`config.mk`:
```
export PLATFORM = sky130hd
export DESIGN_NAME = busprot_sequencer
export DESIGN_NICKNAME = d
export VERILOG_FILES = /design/src/rtl/busprot_pkg.sv /design/src/rtl/busprot_step_walker.sv /design/src/rtl/busprot_poll_timer.sv /design/src/rtl/busprot_sequencer.sv
export SDC_FILE = /design/constraint.sdc
export NUM_CORES = 1
export LEC_CHECK = 0
export BUFFER_PORTS_ARGS = -buffer_cell sky130_fd_sc_hd__buf_2
export CAP_MARGIN = 15
export CORE_AREA = 2 2 182 184
export CTS_BUF_LIST = sky130_fd_sc_hd__clkbuf_8
export DETAILED_ROUTE_END_ITERATION = 7
export DIE_AREA = 0 0 184 186
export PLACE_DENSITY_LB_ADDON = 0.05
export SLEW_MARGIN = 20
export SYNTH_ARGS = -nofsm -noshare
export SYNTH_HDL_FRONTEND = slang
export SYNTH_HIERARCHICAL = 1
export SYNTH_SLANG_ARGS = --single-unit
```
`constraint.sdc`:
```
create_clock -name clk -period 3.6 [get_ports clk]
set_clock_uncertainty 0.15 [all_clocks]
set_input_delay 0.54 -clock clk [delete_from_list [all_inputs] [get_ports clk]]
set_output_delay 0.54 -clock clk [all_outputs]
set_load 0.1 [all_outputs]
```
`src/rtl/busprot_pkg.sv`:
```
// Shared types for the bus protection step sequencer.
package busprot_pkg;

    typedef enum logic [2:0] {
        ST_IDLE,
        ST_PICK,
        ST_WR_DIRECT,
        ST_RD_EN,
        ST_MODIFY,
        ST_POLL_RD,
        ST_EVAL,
        ST_GAP
    } seq_state_t;

    typedef enum logic [1:0] {
        RES_NONE,
        RES_DONE,
        RES_TMO,
        RES_BAD
    } seq_result_t;

    localparam logic [1:0] BANK_INFRA = 2'd0;
    localparam logic [1:0] BANK_ICON  = 2'd1;

endpackage

```
`src/rtl/busprot_step_walker.sv`:
```
// Step index keeper.
// Holds the current table index and the walk direction. On start it
// points at step 0 for a fence or at the last step for a release, and
// each advance moves one step in that direction.
// Assumes STEPS >= 2 and that advance is never raised at the end step.
module busprot_step_walker #(
    parameter int STEPS = 4,
    localparam int IW = $clog2(STEPS)
) (
    input  logic          clk,
    input  logic          rst_n,
    input  logic          start,
    input  logic          start_fence,
    input  logic          advance,
    output logic [IW-1:0] idx,
    output logic          fence_op,
    output logic          at_end
);

    localparam logic [IW-1:0] LAST = IW'(STEPS - 1);

    // Index and direction register.
    always_ff @(posedge clk) begin
        if (!rst_n) begin
            idx      <= '0;
            fence_op <= 1'b0;
        end else if (start) begin
            idx      <= start_fence ? '0 : LAST;
            fence_op <= start_fence;
        end else if (advance) begin
            idx      <= fence_op ? idx + 1'b1 : idx - 1'b1;
        end
    end

    // Last step in the current direction.
    always_comb at_end = fence_op ? (idx == LAST) : (idx == '0);

endmodule

```
`src/rtl/busprot_poll_timer.sv`:
```
// Poll interval and step timeout counters.
// The gap counter stretches the wait between status reads to GAP_CYC
// cycles. The elapsed counter starts from zero at the write that opens
// a step and saturates at TMO_CYC.
// Assumes GAP_CYC >= 1 and TMO_CYC >= 1.
module busprot_poll_timer #(
    parameter int GAP_CYC = 1000,
    parameter int TMO_CYC = 100_000_000,
    localparam int GW = $clog2(GAP_CYC + 1),
    localparam int EW = $clog2(TMO_CYC + 1)
) (
    input  logic clk,
    input  logic rst_n,
    input  logic restart,
    input  logic running,
    input  logic gap_load,
    output logic gap_over,
    output logic expired
);

    localparam logic [GW-1:0] GAP_RELOAD = GW'(GAP_CYC - 1);
    localparam logic [EW-1:0] TMO_LIMIT  = EW'(TMO_CYC);

    logic [GW-1:0] gap_cnt;
    logic [EW-1:0] elapsed;

    // Countdown for the wait between polls.
    always_ff @(posedge clk) begin
        if (!rst_n)                gap_cnt <= '0;
        else if (gap_load)         gap_cnt <= GAP_RELOAD;
        else if (gap_cnt != '0)    gap_cnt <= gap_cnt - 1'b1;
    end

    // Saturating cycle count since the step's first status read.
    always_ff @(posedge clk) begin
        if (!rst_n)                                elapsed <= '0;
        else if (restart)                          elapsed <= '0;
        else if (running && elapsed < TMO_LIMIT)   elapsed <= elapsed + 1'b1;
    end

    always_comb gap_over = (gap_cnt == '0);
    always_comb expired  = (elapsed >= TMO_LIMIT);

endmodule

```
`src/rtl/busprot_sequencer.sv`:
```
// Bus protection step sequencer, top level.
// Walks a table of protection steps and, for each, issues a direct
// write or a read-modify-write of an enable register, then polls a
// status register until it is acknowledged or a timeout expires.
// Assumes the table ports are stable while busy, and that reg_rdata
// holds the read result in the cycle after a read request.
module busprot_sequencer
    import busprot_pkg::*;
#(
    parameter int STEPS   = 4,
    parameter int AW      = 8,
    parameter int DW      = 32,
    parameter int GAP_CYC = 1000,
    parameter int TMO_CYC = 100_000_000
) (
    input  logic                     clk,
    input  logic                     rst_n,
    input  logic                     cmd_fence,
    input  logic                     cmd_release,
    input  logic [STEPS-1:0][1:0]    tbl_bank,
    input  logic [STEPS-1:0][AW-1:0] tbl_set_ofs,
    input  logic [STEPS-1:0][AW-1:0] tbl_rel_ofs,
    input  logic [STEPS-1:0][AW-1:0] tbl_en_ofs,
    input  logic [STEPS-1:0][AW-1:0] tbl_sta_ofs,
    input  logic [STEPS-1:0][DW-1:0] tbl_mask,
    input  logic [STEPS-1:0][DW-1:0] tbl_rel_ack,
    output logic                     busy,
    output logic                     done,
    output logic                     timeout,
    output logic                     bad_tgt,
    output logic                     reg_req,
    output logic                     reg_wr,
    output logic                     reg_bank,
    output logic [AW-1:0]            reg_addr,
    output logic [DW-1:0]            reg_wdata,
    input  logic [DW-1:0]            reg_rdata
);

    localparam int IW = $clog2(STEPS);

    seq_state_t  state, nxt;
    seq_result_t fin;
    logic [IW-1:0] idx;
    logic fence_op, at_end;
    logic w_start, w_adv;
    logic t_restart, t_gap, t_run, gap_over, expired;
    logic [1:0]    cur_bank;
    logic [AW-1:0] cur_dir_ofs;
    logic [DW-1:0] cur_mask, cur_ack;
    logic          acked;

    busprot_step_walker #(.STEPS(STEPS)) i_walker (
        .clk(clk), .rst_n(rst_n),
        .start(w_start), .start_fence(cmd_fence), .advance(w_adv),
        .idx(idx), .fence_op(fence_op), .at_end(at_end)
    );

    busprot_poll_timer #(.GAP_CYC(GAP_CYC), .TMO_CYC(TMO_CYC)) i_timer (
        .clk(clk), .rst_n(rst_n),
        .restart(t_restart), .running(t_run), .gap_load(t_gap),
        .gap_over(gap_over), .expired(expired)
    );

    // Fields of the step under the walker.
    always_comb begin
        cur_bank    = tbl_bank[idx];
        cur_mask    = tbl_mask[idx];
        cur_ack     = tbl_rel_ack[idx];
        cur_dir_ofs = fence_op ? tbl_set_ofs[idx] : tbl_rel_ofs[idx];
    end

    // Acknowledge test on the status word returned this cycle.
    always_comb acked = fence_op ? ((reg_rdata & cur_mask) == cur_mask)
                                 : ((reg_rdata & cur_ack) == '0);

    always_comb t_run = (state == ST_POLL_RD) || (state == ST_EVAL) || (state == ST_GAP);

    // Next state, register port drive and result selection.
    always_comb begin
        nxt       = state;
        fin       = RES_NONE;
        w_start   = 1'b0;
        w_adv     = 1'b0;
        t_restart = 1'b0;
        t_gap     = 1'b0;
        reg_req   = 1'b0;
        reg_wr    = 1'b0;
        reg_addr  = '0;
        reg_wdata = '0;
        case (state)
            ST_IDLE: begin
                if (cmd_fence || cmd_release) begin
                    w_start = 1'b1;
                    nxt     = ST_PICK;
                end
            end
            ST_PICK: begin
                if (cur_mask == '0) begin
                    if (fence_op || at_end) begin
                        fin = RES_DONE;
                        nxt = ST_IDLE;
                    end else begin
                        w_adv = 1'b1;
                    end
                end else if (cur_bank != BANK_INFRA && cur_bank != BANK_ICON) begin
                    fin = RES_BAD;
                    nxt = ST_IDLE;
                end else if (cur_dir_ofs != '0) begin
                    nxt = ST_WR_DIRECT;
                end else begin
                    nxt = ST_RD_EN;
                end
            end
            ST_WR_DIRECT: begin
                reg_req   = 1'b1;
                reg_wr    = 1'b1;
                reg_addr  = cur_dir_ofs;
                reg_wdata = cur_mask;
                t_restart = 1'b1;
                nxt       = ST_POLL_RD;
            end
            ST_RD_EN: begin
                reg_req  = 1'b1;
                reg_addr = tbl_en_ofs[idx];
                nxt      = ST_MODIFY;
            end
            ST_MODIFY: begin
                reg_req   = 1'b1;
                reg_wr    = 1'b1;
                reg_addr  = tbl_en_ofs[idx];
                reg_wdata = fence_op ? (reg_rdata | cur_mask) : (reg_rdata & ~cur_mask);
                t_restart = 1'b1;
                nxt       = ST_POLL_RD;
            end
            ST_POLL_RD: begin
                reg_req  = 1'b1;
                reg_addr = tbl_sta_ofs[idx];
                nxt      = ST_EVAL;
            end
            ST_EVAL: begin
                if (acked) begin
                    if (at_end) begin
                        fin = RES_DONE;
                        nxt = ST_IDLE;
                    end else begin
                        w_adv = 1'b1;
                        nxt   = ST_PICK;
                    end
                end else if (expired) begin
                    fin = RES_TMO;
                    nxt = ST_IDLE;
                end else begin
                    t_gap = 1'b1;
                    nxt   = ST_GAP;
                end
            end
            ST_GAP: begin
                if (gap_over) nxt = ST_POLL_RD;
            end
            default: nxt = ST_IDLE;
        endcase
    end

    always_comb reg_bank = cur_bank[0];
    always_comb busy     = (state != ST_IDLE);

    // State register.
    always_ff @(posedge clk) begin
        if (!rst_n) state <= ST_IDLE;
        else        state <= nxt;
    end

    // One-cycle result pulses.
    always_ff @(posedge clk) begin
        if (!rst_n) begin
            done    <= 1'b0;
            timeout <= 1'b0;
            bad_tgt <= 1'b0;
        end else begin
            done    <= (fin == RES_DONE);
            timeout <= (fin == RES_TMO);
            bad_tgt <= (fin == RES_BAD);
        end
    end

endmodule

```
-- Word-level counts from Yosys, hierarchy flattened
Cells that the tools add are included.
- flip-flop bits (word level): 46
- input port bits: 428
- output and inout bits: 47
- logic and storage cells: 116
- add/subtract/negate cells: 4
- $lt $le $gt $ge: 3
- eq/ne operators: 16
- multiplexer cells: 55
- bitwise gates (word level): 6
- reductions and logical operators: 23
- operators by type and width (kind ; number):
    binary-select mux 32 bit (select 2 bit) ; 2
    bitwise AND 32 bit ; 3
    2-to-1 mux 32 bit ; 3
    binary-select mux 8 bit (select 2 bit) ; 4
    logical NOT 32 bit ; 2
    case mux 32 bit (2 select lines) ; 1
    2-to-1 mux 8 bit ; 5
    equality test 32 bit ; 1
    inverter 32 bit ; 1
    OR 32 bit ; 1
    adder 27 x 1 -> 27 bit (second input constant) ; 1
    >= comparator 27 bit (second input constant) ; 1
    less-than comparator 27 bit (second input constant) ; 1
    case mux 8 bit (3 select lines) ; 1
    case mux 3 bit (7 select lines) ; 1
    2-to-1 mux 10 bit ; 2
    2-to-1 mux 2 bit ; 10
    2-to-1 mux 3 bit ; 6
    2-to-1 mux 1 bit ; 17
    equality test 3 bit (second input constant) ; 4
    logical NOT 10 bit ; 1
    nonzero test 10 bit ; 1
    subtractor 10 x 1 -> 10 bit (second input constant) ; 1
    nonzero test 8 bit ; 1
    other kinds (23) ; 36

-- Longest topological paths before layout
Gate-level depths: netlist (run 1).
- depth in word-level cells: 9
- depth in mapped cells: 14
- depth with buffers taken out: 9

-- Hierarchy
The synthesis (run 1) kept the hierarchy.
- modules (own cells, without submodules) (module ; instances ; cells each ; area an instance (sq um) ; seq. area each (sq um)):
    busprot_sequencer ; 1 ; 450 ; 4647.0 ; 120.1
    busprot_poll_timer ; 1 ; 242 ; 1951.9 ; 740.7
    busprot_step_walker ; 1 ; 16 ; 152.6 ; 60.1

-- Least setup slack after synthesis (run 1)
Ideal clock, no wire load.
- path kind: register to output
- start: register i_walker.idx[1]
- end: output reg_addr[5]
- arrival time: 3.604 ns
- data required time: 2.910 ns
- path slack: -0.694 ns
- stages on the path, launching flop included: 9
- buffers on the path: 5
- cells stage by stage: dfxtp_1 clkbuf_1 buf_2 buf_2 clkbuf_1 buf_1 mux4_2 mux2i_1 o22ai_1
- word-level cells in the longest chain between the ends: 4
- elaborated cells on any way between the ends: 10
- those cells by class: mux: 10
- ends and longest elaborated chain (what ; RTL line ; RTL):
    start: declaration ; busprot_step_walker.sv:15 ; output logic [IW-1:0] idx,
    start signal: assignment ; busprot_step_walker.sv:28 ; idx <= start_fence ? '0 : LAST;
    start signal: assignment ; busprot_step_walker.sv:31 ; idx <= fence_op ? idx + 1'b1 : idx - 1'b1;
    binary-select mux 8 bit (select 2 bit) ; busprot_sequencer.sv:69 ; cur_dir_ofs = fence_op ? tbl_set_ofs[idx] : tbl_rel_ofs[idx];
    2-to-1 mux 8 bit (implied by the code) ; busprot_sequencer.sv:69 ;
    2-to-1 mux 8 bit ; busprot_sequencer.sv:69 ;
    case mux 8 bit (3 select lines) * ; busprot_sequencer.sv:90 ; case (state)
    end: declaration ; busprot_sequencer.sv:34 ; output logic [AW-1:0] reg_addr,
Every way passes the cells marked *; elsewhere a longest branch is shown, timed or not. The select of a mux whose other input is x is not followed.

-- Worst setup path after layout (run 1)
- start: register i_walker.idx[0]
- end: output reg_addr[5]
Same word-level chain as after synthesis.

==> results_tabular.tex, run 1 <==
\begin{tabular}{lr}
\hline
Metric & Value \\
\hline
\multicolumn{2}{l}{\textbf{Outcome}} \\
Result of the run & finished clean \\
\multicolumn{2}{l}{\textbf{Critical path}} \\
Number of cells on the worst reg-to-reg path & 11 \\
Data arrival at the endpoint of the critical path & 2.76 ns \\
RR Startpoint & i\_walker/idx[1] \\
Path type of the worst setup path & reg2out \\
Type of destination of the critical path & output port \\
Largest driver fanout on the critical path & 17 \\
Reg2reg end & i\_walker/idx[0] \\
Nature of the critical path startpoint & flip-flop \\
Critical path launch point & i\_walker/idx[0] \\
Worst-case register-to-register setup slack & 0.24 ns \\
Required time of the critical path & 2.91 ns \\
\multicolumn{2}{l}{\textbf{Timing}} \\
RSZ-0062 raised after global routing & no \\
Setup violation total in the final timing report & 0 \\
Slew @ Worst Pin & 0.679 ns \\
Worst relative slew slack & 0.546 \\
Fin crit share & 0.959 \\
Max-slew violation count & 0 \\
Hold Vio Cnt, Final & 0 \\
Post-route setup slack & 0.147 ns \\
Clock period minus worst slack & 3.45 ns \\
Setup TNS Final & 0 ns \\
FMAX & just under 300 MHz \\
\multicolumn{2}{l}{\textbf{Floorplan}} \\
Number of rows in the core area & 66 \\
Initial cell density of the core & 0.210 \\
\# IOs & 475 \\
Width of the chip & 184 um \\
Height of the die & 186 um \\
Total core area & 0.0322 mm\^{}2 \\
Die area & about 0.034 mm\^{}2 \\
\multicolumn{2}{l}{\textbf{Clocking}} \\
Source-to-sink clock delay at the later pin of the worst-skew pair & 0.30 ns \\
CTS buffer count & 5 \\
Root Buffer Master & clkbuf\_8 \\
H-tree level count & 2 \\
Clk slew on worst S/H paths & 0.09 ns \\
CTS tree & yes \\
Maximum number of buffers from clock root to sink & 2 \\
Clk sinks & 46 \\
Hold buffer count at cts & 0 \\
\multicolumn{2}{l}{\textbf{Routing}} \\
DRT antenna net count & 0 \\
Detailed Route Iter0 Violations & 319 \\
Via count & 7917 \\
Ratio of routed vias to standard cells & 4.95 \\
DRC violations left & 0 \\
Per-cell routed wire length & 23.3 um \\
DRT Pass-1 Iters & 5 \\
Final WL & 37200 um \\
\multicolumn{2}{l}{\textbf{Place}} \\
Cell total after placement & between 1.5k and 2k \\
IO buf count & 474 \\
Post-Place Worst Slack & 0.110 ns \\
Placer Congestion & 0.876 \\
Placement Cell Area & 0.0103 mm\^{}2 \\
HPWL Detailed & 32300 um \\
\multicolumn{2}{l}{\textbf{Min path}} \\
Number of stages on the worst hold path & 2 \\
Start point of the worst hold path & i\_timer/elapsed[15] \\
Endpoint, Worst Hold & i\_timer/elapsed[15] \\
Classification of the worst-slack hold path & reg2reg \\
\multicolumn{2}{l}{\textbf{Final layout}} \\
Final Net Count & 1619 \\
Total non-filler cell area in the finished layout & between 0.01 and 0.015 mm\^{}2 \\
Non-filler cells, final & 1598 \\
Area growth syn-to-layout & 55.2\% \\
Fraction of final layout cells with drive strength greater than 1 & 0.538 \\
\multicolumn{2}{l}{\textbf{Yosys}} \\
Post-synth top area cell & mux4\_2 \\
Fraction of the yosys area taken by sequential cells & 0.136 \\
Proportion of register bits with asynchronous set or reset after synthesis & 0 \\
Top-area cell type share of the netlist area & 0.240 \\
Area of the mapped netlist & roughly 0.0068 mm\^{}2 \\
Primary flip-flop cell chosen by synthesis mapping & dfxtp\_1 \\
Post-synth EDFFs & 0 \\
Average cell area after synthesis & about 9.5 um\^{}2 \\
Yosys warns & 6 \\
Post-Syn Instances & roughly 710 \\
Post-synthesis net count & 1139 \\
Count of unique library cells instantiated by Yosys & 67 \\
Most area-consuming cells after synthesis & mux4\_2 24\%, mux2i\_1 15\%, dfxtp\_1 14\% \\
Post-synthesis register bit count & 46 \\
\multicolumn{2}{l}{\textbf{Global routing}} \\
Total global routing track utilization & 0.205 \\
Pin count of the biggest net entering global routing & 42 \\
First-pass GRT wire length & 51800 um \\
Antenna violations before repair & 3 \\
Global-route congestion overflow total & 0 \\
Number of global-route vias before repair & about 8.2k \\
\multicolumn{2}{l}{\textbf{Pwr}} \\
Total design power & 0.00370 W \\
Max VDD drop & 151 uV \\
Areal power density over the cells & 353 mW/mm\^{}2 \\
Static power due to leakage & about 4.5 nW \\
\multicolumn{2}{l}{\textbf{Run}} \\
MaxCap Viol Count & 0 \\
\hline
\end{tabular}
==> layout make-up <==
type	instances	area [um^2]
clock buffers	5	68.8
well taps	408	510
flip-flops and latches	46	928
multi-input cells	588	5510
repair buffers	526	3340
clock inverters	3	37.5
fillers	3473	21700
diodes	1	2.50
inverters	21	78.8
==> worst max-delay path, stage by stage (launching register included) <==
cell and delay, ns:
dfxtp_4 0.46, buf_12 0.19, buf_12 0.19, buf_4 0.23
buf_4 0.18, mux4_2 0.54, mux2i_1 0.25, o22ai_4 0.09
buf_2 0.30
==> synth_stat cells (all sizes together) (5+ instances only) <==
cell      n
mux2      9
mux4     85
nor3     23
nand2b   10
or3      16
nor2     34
inv      21
buf      37
clkbuf   15
nand4    15
nor4     16
o31ai     8
a21oi    32
dfxtp    46
o21ai    23
nor3b     5
a22oi    12
nor2b    12
nand3    20
nand2    65
mux2i   102
or4       8
o22ai    15
o21a      9
==> flip-flops by register name, indices dropped and copies added (netlist names) <==
signal / cells
done: 1
timeout: 1
i_walker/idx: 2
bad_tgt: 1
state: 3
i_timer/gap_cnt: 10
i_walker/fence_op: 1
i_timer/elapsed: 27
==> cell usage in the layout (no fill, tap or decap), drive strengths merged, types with 4 or more instances in the layout <==
cell type,netlist,final
buf,37,524
a22oi,12,12
nor4,16,16
nand2,65,65
or4,8,8
and3,4,4
nand4,15,15
xor2,4,4
nand3,20,20
a21o,4,4
mux4,85,85
clkbuf,15,7
nor2,34,34
mux2,9,9
o22ai,15,15
a21oi,32,32
dfxtp,46,46
nand2b,10,10
a31o,4,4
o31ai,8,8
o211ai,4,4
nor2b,12,12
or3,16,16
nor3b,5,5
o21ai,23,23
o21a,9,9
xnor2,4,4
nor3,23,23
inv,21,23
mux2i,102,102
o32ai,4,4
==> layer usage <==
metal / global-route usage / share of wire / up-vias
met4: 0.0269 / 0.0096 / 4
li1: - / - / 3809
met2: 0.394 / 0.54 / 255
met3: 0.0427 / 0.061 / 21
met5: 0 / 0.00057 / -
met1: 0.239 / 0.39 / 3828
==> worst max-delay path by stage <==
stage,endpoint,slack [ns],cells after the start
final,reg_addr[5],0.15,8
after global routing,reg_addr[5],0.02,8
after CTS,reg_addr[5],0.01,8
after detailed placement,i_walker/idx[0],0.11,9
after global placement,i_walker/idx[0],0.22,9
after floorplan,i_timer/elapsed[20],-0.04,8
==> power breakdown <==
group	internal [W]	switching [W]
registers	0.000572	0.0000812
logic	0.00118	0.00147
clock network	0.000203	0.000185
==> kinds of logic after synthesis <==
| group | after synthesis | share of synthesized area |
|---|---|---|
| AND/OR/NAND/NOR | 241 | 0.193 |
| multiplexers | 196 | 0.457 |
| AO/OA/AOI/OAI | 140 | 0.138 |
| buffers and inverters | 74 | 0.0597 |
| flip-flops | 46 | 0.136 |
| XOR/XNOR | 8 | 0.0104 |
| adder cells (fa/ha/maj) | 3 | 0.00556 |
==> what timing repair did <==
action | 4_1_cts | 5_1_grt
hold endpoints to repair | 0 | 0
setup buffers | 0 | 4
resized for setup | 0 | 2
endpoints found under the setup margin | 0 | 7
==> through the flow <==
step                       util  hold WS, ns
after detailed placement  0.321        0.324
after floorplan               -        0.298
after CTS                 0.324        0.338
final                     0.325        0.335
after global routing      0.325        0.384
after global placement    0.321        0.318
(Power assumes the default switching activity.)
==> run 2: changes to the inputs <==
Settings changed: BUFFER_PORTS_ARGS -buffer_cell sky130_fd_sc_hd__buf_2 to not set, DONT_BUFFER_PORTS set to 1.
==> run 2 against run 1 <==
Cell area fell by 20%. Sequential share of layout area rose by 2.2 points. Count of clock-buffer cells in the layout did not move. Global-route usage fell by 2.0 points. Combinational power fell by 8.6%. Highest routed layer unchanged. Clock power fell by 11%. Final cell count fell by 27%. Via count fell by 18%.
==> results_tabular.tex, run 2 (synthesis results as in run 1) <==
\begin{tabular}{lr}
\hline
Metric & Value \\
\hline
\multicolumn{2}{l}{\textbf{Final layout}} \\
Largest register by flop count & i\_timer/elapsed \\
Fraction of final layout cells with drive strength greater than 1 & 0.310 \\
Post-Route Utilization & 0.262 \\
Number of flip-flops in the largest register & 27 \\
Top library cells by usage in the layout, fill and taps aside & 72 x mux4\_2, 70 x mux2i\_1, 65 x nand2\_1, 46 x buf\_4, 44 x dfxtp\_1 \\
Final Net Count & 1178 \\
Most frequent standard cell in the layout excluding fill and tap cells & mux4\_2 \\
Non-filler cells, final & 1163 \\
Area growth syn-to-layout & 24.7\% \\
Top flop regs & i\_timer/elapsed x27, i\_timer/gap\_cnt x10, state x3 \\
\multicolumn{2}{l}{\textbf{Global routing}} \\
Pin count of the biggest net entering global routing & 61 \\
Global-route congestion overflow total & 0 \\
First-pass GRT wire length & 45700 um \\
Number of global-route vias before repair & between 6k and 7k \\
Total global routing track utilization & 0.185 \\
Antenna violations before repair & 9 \\
\multicolumn{2}{l}{\textbf{Timing}} \\
Clock period minus worst slack & about 3.4 ns \\
Fin crit share & 0.954 \\
Worst relative slew slack & 0.310 \\
RSZ-0062 raised after global routing & no \\
FMAX & just under 300 MHz \\
Max-slew violation count & 0 \\
Hold Vio Cnt, Final & 0 \\
Setup violation total in the final timing report & 0 \\
Slew @ Worst Pin & 1.04 ns \\
Post-route setup slack & approximately 0.17 ns \\
\multicolumn{2}{l}{\textbf{Place}} \\
Placer Congestion & 0.841 \\
Cell total after placement & 1142 \\
Post-Place Worst Slack & -0.0558 ns \\
HPWL Detailed & 28700 um \\
IO buf count & 0 \\
\multicolumn{2}{l}{\textbf{Critical path}} \\
Path type of the worst setup path & reg2out \\
Data arrival at the endpoint of the critical path & 2.74 ns \\
Required time of the critical path & 2.91 ns \\
Largest driver fanout on the critical path & 34 \\
Type of destination of the critical path & output port \\
Nature of the critical path startpoint & flip-flop \\
\multicolumn{2}{l}{\textbf{Routing}} \\
DRC violations left & 0 \\
Final WL & 33700 um \\
DRT Pass-1 Iters & 5 \\
Ratio of routed vias to standard cells & roughly 5.6 \\
DRT antenna net count & 0 \\
Via count & 6496 \\
Detailed Route Iter0 Violations & 369 \\
Per-cell routed wire length & 29.0 um \\
\multicolumn{2}{l}{\textbf{Floorplan}} \\
Die area & 0.0342 mm\^{}2 \\
Number of rows in the core area & 66 \\
Height of the die & 186 um \\
Width of the chip & 184 um \\
\# IOs & 475 \\
Total core area & 0.0322 mm\^{}2 \\
Initial cell density of the core & 0.210 \\
\multicolumn{2}{l}{\textbf{Pwr}} \\
Max VDD drop & 135 uV \\
Areal power density over the cells & 408 mW/mm\^{}2 \\
Static power due to leakage & between 2 and 3 nW \\
Total design power & 0.00344 W \\
\multicolumn{2}{l}{\textbf{Clocking}} \\
Source-to-sink clock delay at the later pin of the worst-skew pair & between 0.3 and 0.4 ns \\
CTS buffer count & 5 \\
Clk sinks & 46 \\
Clk slew on worst S/H paths & 0.10 ns \\
H-tree level count & 2 \\
Maximum number of buffers from clock root to sink & 2 \\
Root Buffer Master & clkbuf\_8 \\
CTS tree & yes \\
\multicolumn{2}{l}{\textbf{Run}} \\
MaxCap Viol Count & 0 \\
\multicolumn{2}{l}{\textbf{Outcome}} \\
Result of the run & finished clean \\
\multicolumn{2}{l}{\textbf{Min path}} \\
Classification of the worst-slack hold path & in2reg \\
\hline
\end{tabular}
==> run 2: cell types whose count changed in the layout (fill, tap and decap cells not counted), sizes merged <==
cell      before  now
buf          524   85
bufinv         1    0
clkbuf         7    5
clkinv         0    1
clkinvlp       0    1
diode          1    7
inv           23   22
==> run 2: path summary, 6_finish.rpt <==
path	from	endpoint	slack, ns	cells after the start
setup / recovery	i_walker/idx[0]	reg_addr[3]	0.17	7
hold / removal	rst_n	i_timer/gap_cnt[1]	0.20	1
setup reg to reg	i_walker/idx[0]	i_walker/idx[1]	0.25	11
hold reg to reg	i_timer/elapsed[15]	i_timer/elapsed[15]	0.33	2
==> run 2: power breakdown <==
part	internal, W	switching (W)
registers	0.000572	0.0000918
clock network	0.000141	0.000205
logic	0.00104	0.00138
total	0.00176	0.00168
==> run 2: metrics by stage <==
stage,cell area [um^2],TNS (ns),hold WS (ns)
6_report,8420,0,0.201
5_1_grt,8420,0,0.165
4_1_cts,8350,0,0.175
3_5_place_dp,8210,-0.117,0.323
3_3_place_gp,8210,-0.0860,0.319
2_1_floorplan,6830,-0.387,0.298
==> run 2: area by class of cell <==
cell class                      instances  area [um^2]
Fill cell                            3438        23800
Multi-Input combinational cell        588         5640
Timing Repair Buffer                   85         1150
Sequential cell                        46          928
Tap cell                              408          510
Inverter                               21         78.8
Clock buffer                            5         68.8
Clock inverter                          3         25.0
Antenna cell                            7         17.5
==> run 2: per-layer routing <==
metal,vias up,GRT usage,part of all wire
met2,293,0.337,0.53
met5,-,0,0.00039
li1,2941,-,-
met3,23,0.0440,0.067
met1,3237,0.215,0.38
met4,2,0.0538,0.017
==> run 2: repair_timing <==
| item | in CTS | in global routing |
|---|---|---|
| endpoints found under the setup margin | 10 | 8 |
| gates resized for setup | 3 | 1 |
| hold buffers | 0 | 0 |
| buffers inserted | 1 | 5 |
==> run 2: worst max-delay path, stage by stage (launching register included) <==
cell and delay [ns]:
dfxtp_4 0.45, buf_12 0.28, buf_6 0.30, mux4_2 0.54
mux2_2 0.30, mux2i_1 0.17, o22ai_2 0.09, buf_4 0.24
